### config.mk
export PLATFORM = sky130hd
export DESIGN_NAME = gpio_bank_irq
export DESIGN_NICKNAME = d
export VERILOG_FILES = /design/src/rtl/gpio_pkg.sv /design/src/rtl/gpio_pin_cell.sv /design/src/rtl/gpio_debounce.sv /design/src/rtl/gpio_bank_irq.sv
export SDC_FILE = /design/constraint.sdc
export NUM_CORES = 1
export LEC_CHECK = 0
export ABC_AREA = 1
export BUFFER_PORTS_ARGS = -buffer_cell sky130_fd_sc_hd__buf_2
export CAP_MARGIN = 40
export CORE_MARGIN = 10
export CORE_UTILIZATION = 45
export CTS_CLUSTER_DIAMETER = 80
export DETAILED_ROUTE_END_ITERATION = 8
export GPL_ROUTABILITY_DRIVEN = 0
export HOLD_SLACK_MARGIN = 0.06
export PLACE_DENSITY_LB_ADDON = 0.3
export SKIP_CTS_REPAIR_TIMING = 1
export SLEW_MARGIN = 20
export SYNTH_ARGS = -nofsm -noshare
export SYNTH_HDL_FRONTEND = slang
export SYNTH_SLANG_ARGS = --single-unit
### constraint.sdc
create_clock -name clk -period 1.8 [get_ports clk]
set_clock_uncertainty 0.15 [all_clocks]
set_input_delay 0.09 -clock clk [delete_from_list [all_inputs] [get_ports clk]]
set_output_delay 0.09 -clock clk [all_outputs]
set_load 0.1 [all_outputs]
### src/rtl/gpio_pkg.sv
package gpio_pkg;

    localparam int FUNC_W  = 2;
    localparam int NUM_ALT = (2 ** FUNC_W) - 1;

    // Field order is the register layout: bit 7 down to bit 0.
    typedef struct packed {
        logic              open_drain; // bit 7
        logic              rsv6;       // bit 6
        logic              irq_en;     // bit 5
        logic [FUNC_W-1:0] func;       // bits 4:3
        logic              rsv2;       // bit 2
        logic              invert;     // bit 1
        logic              dir_in;     // bit 0
    } pin_cfg_t;

    localparam logic [7:0] CFG_RESET = 8'h01;
    localparam logic [7:0] CFG_MASK  = 8'hBB;

endpackage

### src/rtl/gpio_pin_cell.sv
module gpio_pin_cell
    import gpio_pkg::*;
(
    input  pin_cfg_t           cfg,
    input  logic               dout,
    input  logic               pad_lvl,
    input  logic [NUM_ALT-1:0] alt_out,
    input  logic [NUM_ALT-1:0] alt_dir,
    output logic               pad_out,
    output logic               pad_oe,
    output logic               rd_bit,
    output logic               irq_req,
    output logic [NUM_ALT-1:0] alt_tap
);

    logic is_gpio;
    logic drive_en;
    logic drive_val;
    logic in_level;
    logic alt_o_sel;
    logic alt_d_sel;
    logic unused_rsv;

    assign unused_rsv = cfg.rsv2 ^ cfg.rsv6;
    assign is_gpio    = (cfg.func == '0);

    always_comb begin
        alt_o_sel = 1'b0;
        alt_d_sel = 1'b0;
        for (int k = 0; k < NUM_ALT; k++) begin
            if (cfg.func == FUNC_W'(k + 1)) begin
                alt_o_sel = alt_out[k];
                alt_d_sel = alt_dir[k];
            end
        end
    end

    always_comb begin
        drive_en  = is_gpio ? ~cfg.dir_in : alt_d_sel;
        drive_val = is_gpio ? (dout ^ cfg.invert) : alt_o_sel;
        pad_out   = drive_val & ~cfg.open_drain;
        pad_oe    = drive_en & (~cfg.open_drain | ~drive_val);
        in_level  = is_gpio ? (pad_lvl ^ cfg.invert) : pad_lvl;
        irq_req   = cfg.irq_en & ~drive_en & in_level;
        rd_bit    = (is_gpio & ~cfg.dir_in) ? dout : in_level;
    end

    generate
        for (genvar k = 0; k < NUM_ALT; k++) begin : g_tap
            assign alt_tap[k] = (cfg.func == FUNC_W'(k + 1)) ? pad_lvl : 1'b1;
        end
    endgenerate

endmodule

### src/rtl/gpio_debounce.sv
module gpio_debounce #(
    parameter int TICK_DIV  = 50,
    parameter int DEB_TICKS = 1000
) (
    input  logic clk,
    input  logic rst_n,
    input  logic raw_i,
    output logic filt_o
);

    localparam int TCW = $clog2(TICK_DIV);
    localparam int DCW = $clog2(DEB_TICKS);
    localparam logic [TCW-1:0] TICK_LAST = TCW'(TICK_DIV - 1);
    localparam logic [DCW-1:0] DEB_LAST  = DCW'(DEB_TICKS - 1);

    typedef struct packed {
        logic [TCW-1:0] tick_cnt;
        logic [DCW-1:0] deb_cnt;
        logic           filt;
    } deb_st_t;

    deb_st_t st_d, st_q;
    logic    tick;

    always_comb begin
        st_d = st_q;
        tick = (st_q.tick_cnt == TICK_LAST);
        st_d.tick_cnt = tick ? '0 : st_q.tick_cnt + 1'b1;
        if (raw_i == st_q.filt) begin
            st_d.deb_cnt = '0;
        end else if (tick) begin
            if (st_q.deb_cnt == DEB_LAST) begin
                st_d.filt    = raw_i;
                st_d.deb_cnt = '0;
            end else begin
                st_d.deb_cnt = st_q.deb_cnt + 1'b1;
            end
        end
    end

    always_ff @(posedge clk or negedge rst_n) begin
        if (!rst_n) st_q <= '0;
        else        st_q <= st_d;
    end

    assign filt_o = st_q.filt;

endmodule

### src/rtl/gpio_bank_irq.sv
module gpio_bank_irq
    import gpio_pkg::*;
#(
    parameter int NUM_PINS  = 8,
    parameter int TICK_DIV  = 50,
    parameter int DEB_TICKS = 1000,
    parameter int AW        = $clog2(NUM_PINS + 2)
) (
    input  logic                        clk,
    input  logic                        rst_n,
    input  logic                        reg_wr,
    input  logic [AW-1:0]               reg_addr,
    input  logic [7:0]                  reg_wdata,
    output logic [7:0]                  reg_rdata,
    input  logic [NUM_PINS-1:0]         pad_in,
    output logic [NUM_PINS-1:0]         pad_out,
    output logic [NUM_PINS-1:0]         pad_oe,
    input  logic [NUM_ALT*NUM_PINS-1:0] alt_out_i,
    input  logic [NUM_ALT*NUM_PINS-1:0] alt_dir_i,
    output logic [NUM_ALT*NUM_PINS-1:0] alt_in_o,
    output logic                        group_irq
);

    localparam logic [AW-1:0] ADDR_DEB  = AW'(NUM_PINS);
    localparam logic [AW-1:0] ADDR_DATA = AW'(NUM_PINS + 1);

    typedef struct packed {
        pin_cfg_t [NUM_PINS-1:0] cfg;
        logic [NUM_PINS-1:0]     dout;
        logic                    deb_en;
        logic [NUM_PINS-1:0]     sync1;
        logic [NUM_PINS-1:0]     sync2;
        logic                    irq;
    } bank_st_t;

    bank_st_t st_d, st_q;

    logic [NUM_PINS-1:0] rd_bits;
    logic [NUM_PINS-1:0] irq_reqs;
    logic                raw_irq;
    logic                filt_irq;

    generate
        for (genvar p = 0; p < NUM_PINS; p++) begin : g_pin
            logic [NUM_ALT-1:0] ao, ad, tap;
            for (genvar k = 0; k < NUM_ALT; k++) begin : g_alt
                assign ao[k] = alt_out_i[k*NUM_PINS + p];
                assign ad[k] = alt_dir_i[k*NUM_PINS + p];
                assign alt_in_o[k*NUM_PINS + p] = tap[k];
            end
            gpio_pin_cell u_cell (
                .cfg     (st_q.cfg[p]),
                .dout    (st_q.dout[p]),
                .pad_lvl (st_q.sync2[p]),
                .alt_out (ao),
                .alt_dir (ad),
                .pad_out (pad_out[p]),
                .pad_oe  (pad_oe[p]),
                .rd_bit  (rd_bits[p]),
                .irq_req (irq_reqs[p]),
                .alt_tap (tap)
            );
        end
    endgenerate

    assign raw_irq = |irq_reqs;

    gpio_debounce #(
        .TICK_DIV  (TICK_DIV),
        .DEB_TICKS (DEB_TICKS)
    ) u_deb (
        .clk    (clk),
        .rst_n  (rst_n),
        .raw_i  (raw_irq),
        .filt_o (filt_irq)
    );

    always_comb begin
        st_d       = st_q;
        st_d.sync1 = pad_in;
        st_d.sync2 = st_q.sync1;
        st_d.irq   = st_q.deb_en ? filt_irq : raw_irq;
        if (reg_wr) begin
            for (int p = 0; p < NUM_PINS; p++) begin
                if (reg_addr == AW'(p)) st_d.cfg[p] = pin_cfg_t'(reg_wdata & CFG_MASK);
            end
            if (reg_addr == ADDR_DEB)  st_d.deb_en = reg_wdata[0];
            if (reg_addr == ADDR_DATA) st_d.dout   = reg_wdata[NUM_PINS-1:0];
        end
    end

    always_comb begin
        reg_rdata = '0;
        for (int p = 0; p < NUM_PINS; p++) begin
            if (reg_addr == AW'(p)) reg_rdata = st_q.cfg[p];
        end
        if (reg_addr == ADDR_DEB)  reg_rdata = {7'b0, st_q.deb_en};
        if (reg_addr == ADDR_DATA) reg_rdata = 8'(rd_bits);
    end

    always_ff @(posedge clk or negedge rst_n) begin
        if (!rst_n) begin
            st_q <= '0;
            for (int p = 0; p < NUM_PINS; p++) st_q.cfg[p] <= pin_cfg_t'(CFG_RESET);
        end else begin
            st_q <= st_d;
        end
    end

    assign group_irq = st_q.irq;

endmodule

==> results by stage, run 1 <==
Setup path:
- The maximum fanout along the worst path is 6.
- The cell with the most instances on the worst path is nand2_1.
- The startpoint of the most critical register-to-register path is st_q[53].
- The slowest stage cell on the critical path is dfrtp_2.
- The setup check on the worst reg-to-reg path leaves a slack of -330 ps.
- The worst setup path is launched from a register.
- The critical path is of the reg -> out type.
- For the worst setup path, the data required time is 1560 ps.
- The depth of the worst register-to-register path is 14.
- The highest cell delay on the worst timing path is 460 ps.
- Walking the worst path, the cells encountered are buf_6 -> nor2_4 -> nand2_1 -> nand2_1 -> a21oi_2 -> buf_4 -> o21ai_2 -> nand4_1 -> buf_12.
- The endpoint class of the critical path is an output port.
- The arrival time of the worst setup path is 1950 ps.
- The endpoint of the worst-slack reg-to-reg timing path is u_deb.st_q[10].

Finish:
- The filler cell count is 839.
- The synthesis-to-layout area growth is 57.20%.
- The final non-filler cell area is 8466 µm².
- In the final layout, the share of cells above drive strength 1 is 44.64%.
- The final cell count without fillers is 1113.
- For this run, the post-layout net count is 1039.
- 0 antenna diodes ended up in the layout.
- Measured on the finished design, the core utilization comes to 73.20%.

Synthesis:
- The synthesized netlist contains 40 unique library cells.
- The cell count after synthesis is 725.
- Summing every instance area after synthesis gives 5385 µm².
- In this run, synthesis inferred 0 flip-flops with an integrated enable.
- The synthesized area divided by synthesized cell count is 7.428 µm².
- For this run, the number of Yosys warnings is 0.
- The number of nets produced by synthesis is 799.
- The share of async-settable or async-resettable flops after synthesis is 100.0%.
- The portion of the post-synthesis area used by sequential elements is 42.47%.
- Among all flip-flop cells after synthesis, the most frequent one is dfrtp_1.
- After synthesis the netlist holds a flip-flop and latch count of 91.

Outcome:
- The checks that failed: setup timing.
- The flow ran to the end, but the final reports show violations.

Floorplan:
- In this run the horizontal extent of the chip is 129.4 µm.
- 120 I/O pins were placed.
- The area of the placeable core is 11560 µm².
- The site row count is 39.
- The total die area is 16740 µm².
- The die height is 129.4 µm.
- The initial utilization of the core area, before any placement, comes to 46.56%.

STA:
- The actual transition at the worst max-transition pin is 493.3 ps.
- The final count of hold timing violations is 0.
- The part of the cycle the worst path needs is 121.8%.
- The number of max-slew violations in the final report is 0.
- For this run, the top clock speed supported by timing is 456.1 MHz.
- The worst-case headroom to the max-slew limit is 67.08%.
- The setup slack of the critical path after layout is -392.5 ps.
- Setup repair after global routing could not meet its margin everywhere.
- Setup violations remaining at the end of the flow were counted as 33.
- The time the final worst path needs with I/O delays and setup is 2193 ps.
- The worst hold margin is 99.20 ps.

Global routing:
- The first global-routing pass estimated 25150 µm of wire.
- Global routing finished with a remaining overflow of 0.
- The number of global-route vias before repair is 5229.
- The pin count of the biggest net entering global routing is 37.
- The global-route usage over all layers is 18.48%.
- The initial antenna violation count is 1.

Place:
- In this run, placement finished with an instance count of 1050.
- The post-place instance area is 7132 µm².
- Port buffering added 119 buffers.
- The half-perimeter wire length after placement is 11980 µm.

CTS:
- The insertion delay of the later-clocked pin in the worst-skew pair is 340 ps.
- The depth of the CTS H-tree is 3.
- The clock drives 91 sinks.
- The number of buffers inserted during clock tree synthesis is 9.
- The clock passes through at most 2 buffers.
- The master cell of the clock root buffer is clkbuf_16.
- The CTS tree is built.
- The clock-pin slew on the worst setup and hold paths is 60 ps.

Power:
- The completed layout was analyzed and its total power is 10.83 mW.
- In this run the static leakage power is 4.106 nW.
- Across the VDD grid, the largest voltage drop is 0.7529 mV.
- The power per standard cell area is 1279 nW/µm².

Route:
- The aggregate routed wire length is 17850 µm.
- For this run, design rule violations remaining after detail routing come to 0.
- The average via count per standard cell is 5.234.
- The routed layout has 5825 vias.
- The count of routing violations after the opening detailed-route iteration is 352.
- The post-detailed-route count of antenna-violating nets is 0.
- The first TritonRoute pass finished after 8 iterations.
- The average wire per standard cell is 16.04 µm.

Hold path:
- The class of the most critical hold timing path is in -> async.

Run:
- The number of maximum-capacitance violations is 0.
## state kept, by name, summed over array words and instances (netlist names)
| signal | flops |
|---|---|
| st_q | 65 |
| u_deb.st_q | 16 |
| st_d | 8 |
| group_irq | 1 |
| u_deb.filt_o | 1 |
## critical path, delay by kind of cell, from the launching register on
kind | cells | cell delay, ps
flops | 1 | 460
compound gates | 2 | 210
buf+inv | 3 | 510
simple gates | 4 | 440
## layer usage
layer	part of all wire (%)	GRT usage, %	vias up
met1	41	23.20	2737
met4	1.7	6.355	0
met3	7.4	4.078	29
met5	0	0	-
li1	-	-	2845
met2	50	30.80	214
## report_power, final
part           total (mW)  internal [mW]  switching (mW)
combinational        5.98           2.41            3.58
sequential           2.78           2.39           0.391
clock                2.07           1.29           0.778
## cell usage after synthesis, types with 2 or more instances
library cell | instances | area, µm²
dfrtp_1 | 83 | 2077
buf_4 | 24 | 180.2
inv_2 | 3 | 11.26
o311ai_0 | 3 | 26.28
o22ai_1 | 2 | 12.51
nor2_2 | 6 | 37.54
a221o_1 | 2 | 20.02
xnor2_1 | 4 | 35.03
mux2_2 | 2 | 22.52
nor2_4 | 4 | 45.04
a21oi_1 | 34 | 170.2
nand3_1 | 67 | 335.3
buf_6 | 6 | 67.56
nand3_2 | 6 | 60.06
dfstp_2 | 8 | 210.2
nand4_1 | 10 | 62.56
o31ai_1 | 4 | 30.03
xor2_1 | 11 | 96.34
o21ai_0 | 77 | 385.4
o211ai_1 | 5 | 37.54
nor2_1 | 45 | 168.9
nor3_1 | 15 | 75.07
inv_1 | 71 | 266.5
ha_1 | 3 | 37.54
clkbuf_1 | 9 | 33.78
buf_2 | 3 | 15.01
nand2_1 | 205 | 769.5
## area by class of cell
class	instances	area, µm²	area share (%)
clock inverter	4	72.57	0.8572
sequential	91	2311	27.30
clock buffer	12	256.5	3.030
multi-input combinational	516	3029	35.78
tap	143	178.9	2.114
inverter	74	277.8	3.281
timing repair buffer	273	2340	27.64
## stage by stage
| step | worst slack [ps] | setup TNS, ps |
|---|---|---|
| floorplan | -200.5 | -389.1 |
| global placement | -88.58 | -901.1 |
| detailed placement | -140.3 | -1616 |
| CTS | -477.1 | -9443 |
| global route | -460.7 | -10500 |
| finish | -392.5 | -7692 |
## worst max path at each step
stage | startpoint | end | depth (start not counted)
2_1_floorplan | st_q[29] | reg_rdata[0] | 7
3_3_place_gp | st_q[77] | u_deb.st_q[8] | 13
3_5_place_dp | st_q[86] | u_deb.st_q[10] | 13
4_1_cts | st_q[37] | pad_oe[1] | 7
5_1_grt | st_q[29] | reg_rdata[0] | 9
6_report | st_q[29] | reg_rdata[0] | 9
## cells by family after synthesis
kind of cell             after synthesis  synth area share (%)
flip-flops                            91                 42.47
multiplexers                           2                0.4182
AO/OA/AOI/OAI                        131                 13.27
adder cells (fa/ha/maj)                3                0.6971
AND/OR/NAND/NOR                      365                 29.88
XOR/XNOR                              15                 2.439
buffers and inverters                118                 10.83
## cell usage in the layout, fill, tap and decap left out, drive strengths merged, types with 4 or more instances in the layout
cell,synthesis,final
dfrtp,83,83
xnor2,4,4
o21ai,77,77
nand4,10,10
dfstp,8,8
nor3,16,16
nor2,55,55
xor2,11,11
a21oi,34,34
nand3,73,73
buf,34,250
o211ai,5,5
dlygate4sd3,0,12
nand2,206,206
inv,74,74
o31ai,4,4
clkbuf,10,23
Power figures use the tool's default switching activity.
==> run 2, diff against run 1 <==
CORE_ASPECT_RATIO = 0.8   (was not set)
==> run 2 against run 1 <==
The run still ends with setup timing left; worst hold slack lost 34 ps; critical path depth grew 1; count of clock-buffer cells in the layout shrank 3; critical path type unchanged; largest power group unchanged.
==> results by stage, run 2 (synthesis results as in run 1) <==
STA:
- The setup slack of the critical path after layout was -390.4 ps (+2.112 ps).
- Setup repair after global routing could not meet its margin everywhere.
- The highest attainable clock frequency is 456.5 MHz (about the same).
- The actual transition at the worst max-transition pin is 502.3 ps (+8.978 ps).
- The worst-case headroom to the max-slew limit came to 66.75% (-0.33 points).
- The number of max-slew violations in the final report is 0 (unchanged).
- The final count of hold timing violations is 0 (unchanged).
- The time the final worst path needs with I/O delays and setup is 2190 ps (-2.112 ps).
- The final setup violation count is 33 (unchanged).
- The part of the cycle the worst path needs is 121.7% (about the same).

Route:
- The vias after detailed routing came to 5810 (-0.26%).
- The first-pass iteration count of the detailed router was 7 (-1).
- The post-detailed-route count of antenna-violating nets is 0 (unchanged).
- The count of routing violations after the opening detailed-route iteration was 552 (+57%).
- The average via count per standard cell was 5.311 (+1.5%).
- The post-detailed-route DRC marker count is 0 (unchanged).
- The aggregate routed wire length was 17730 µm (-0.72%).
- The average wire per standard cell is 16.20 µm (+1.0%).

Global routing:
- The global-route usage over all layers was 18.98% (+0.49 points).
- The global route total overflow was 0 (unchanged).
- The number of global-route vias before repair is 5489 (+5.0%).
- The wire length of the first global-routing pass is 26520 µm (+5.4%).
- The pin count of the biggest net entering global routing is 41 (+11%).
- The initial antenna violation count is 1 (unchanged).

Setup path:
- The cell family contributing the most delay on the critical path is compound AO/OA/AOI/OAI gates.
- The endpoint class of the critical path is an output port.
- The maximum fanout along the worst path is 3 (-3).
- The flop-to-flop setup slack is -250 ps (+80 ps).
- The endpoint of the worst-slack reg-to-reg timing path is u_deb.st_q[6].
- The critical path launch point type is a register.
- The startpoint of the most critical register-to-register path is st_q[53].
- The data required time of the worst path was 1560 ps (about the same).
- The critical path ends at reg_rdata[3].
- The highest cell delay on the worst timing path is 420 ps (-40 ps).
- The setup path with the least slack is of type reg -> out.
- The sum of buffers and inverters on the critical path is 3 (unchanged).
- The arrival time of the worst setup path is 1950 ps (about the same).
- The slowest stage cell on the critical path is dfrtp_2.
- The number of logic stages on the critical path including buffering is 10 (+1).
- The depth of the worst register-to-register path was 12 (-2).
- Traced cell by cell, the critical path runs through inv_1 -> buf_4 -> o22ai_1 -> a21oi_2 -> nand3_1 -> o21ai_1 -> nand2_1 -> o21ai_2 -> nand2_2 -> buf_12.
- The beginning of the critical path is st_q[37].

CTS:
- The tree is rooted in a clkbuf_16.
- The insertion delay of the later-clocked pin in the worst-skew pair is 350 ps (about the same).
- TritonCTS built the clock tree.
- The clock-pin slew on the worst setup and hold paths is 70 ps (about the same).
- The total number of clock tree sinks is 91 (unchanged).
- The maximum buffer depth of the clock tree came to 2 (unchanged).
- The number of buffers inserted during clock tree synthesis is 9 (unchanged).
- The depth of the CTS H-tree is 3 (unchanged).

Power:
- The power per standard cell area came to 1259 nW/µm² (-1.6%).
- The largest voltage drop on the vdd net came to 0.9535 mV (+27%).
- The static power due to leakage is 3.968 nW (-3.4%).

Finish:
- The commonest non-fill, non-tap cell in the layout is nand2_1.
- The final standard cell utilization of the core is 70.73% (-2.5 points).
- The synthesis-to-layout area growth is 52.42%.
- More flip-flops sit in one register than any other, and that register is st_q.
- The final net count is 1014 (-2.4%).
- The proportion of layout cells with a drive suffix above 1 is 42.12% (-2.5 points).
- The top cell types in the final layout, fill and taps aside, are nand2_1 (189), buf_4 (91), buf_2 (83).
- The number of flip-flops in the largest register is 65 (unchanged).

Outcome:
- The final reports fail on setup timing.
- The flow ran to the end, but the final reports show violations.

Floorplan:
- The site row count is 35 (-10%).
- The total die area is 16770 µm² (+0.16%).
- The I/O pin count is 120 (unchanged).
- The floorplan die width was 142.3 µm (+10%).
- The area of the placeable core came to 11600 µm² (+0.35%).
- The die height is 117.8 µm (-8.9%).
- The starting utilization of the core area came to 46.40% (-0.16 points).

Run:
- The number of maximum-capacitance violations is 0 (unchanged).

Place:
- The count of input and output buffers is 119 (unchanged).
- The half-perimeter wire length after placement is 12660 µm (+5.7%).
- The worst slack at placement came to -302.8 ps (-162.5 ps).

Hold path:
- The tightest min-delay check is of the in -> reg type.
-- run 2: how the worst min path moves through the flow --
stage | endpoint | from | slack, ps | cells after the start
floorplan | group_irq | rst_n | -360 | 0
global placement | st_d[2] | rst_n | -100 | 1
detailed placement | st_q[27] | rst_n | -90 | 1
CTS | st_q[59] | rst_n | -450 | 1
global route | st_q[79] | reg_wdata[5] | 90 | 3
finish | st_q[17] | reg_wdata[0] | 70 | 3
-- run 2: layout make-up --
class,instances,area [µm²]
clock inverters,7,66.31
inverters,74,277.8
diodes,1,2.502
well taps,148,185.2
flip-flops and latches,91,2310
multi-input cells,519,3047
repair buffers,245,2095
clock buffers,9,225.2
fillers,845,3397
-- run 2: per-layer routing --
layer	global-route usage, %	vias up	share of wire [%]	wire, µm
met5	0	-	0	0
met4	6.313	0	2.3	408
met3	4.919	36	7.0	1239
met2	29.85	236	48	8497
met1	24.66	2743	43	7579
li1	-	2795	-	-
-- run 2: tightest hold or removal path: stages --
cell     delay, ps
buf_2           70
inv_1          160
o21ai_0        210
-- run 2: through the flow --
stage / instances / area, µm² / hold slack, ps / TNS, ps / power [mW]
after floorplan: 725 / 5450 / -355.6 / -389.1 / 5.941
after global placement: 1037 / 6990 / -98.22 / -1875 / 7.363
after detailed placement: 1037 / 6990 / -88.97 / -3370 / 7.458
after CTS: 1053 / 7282 / -454.0 / -10900 / 9.325
after global routing: 1094 / 8208 / 87.30 / -9622 / 10.79
final: 1094 / 8208 / 65.30 / -6821 / 10.33
-- run 2: power breakdown --
group | leakage (nW) | internal, mW | switching, mW
clock network | 0.145 | 1.07 | 0.795
logic | 2.72 | 2.15 | 3.56
registers | 1.10 | 2.38 | 0.373
total | 3.97 | 5.61 | 4.72
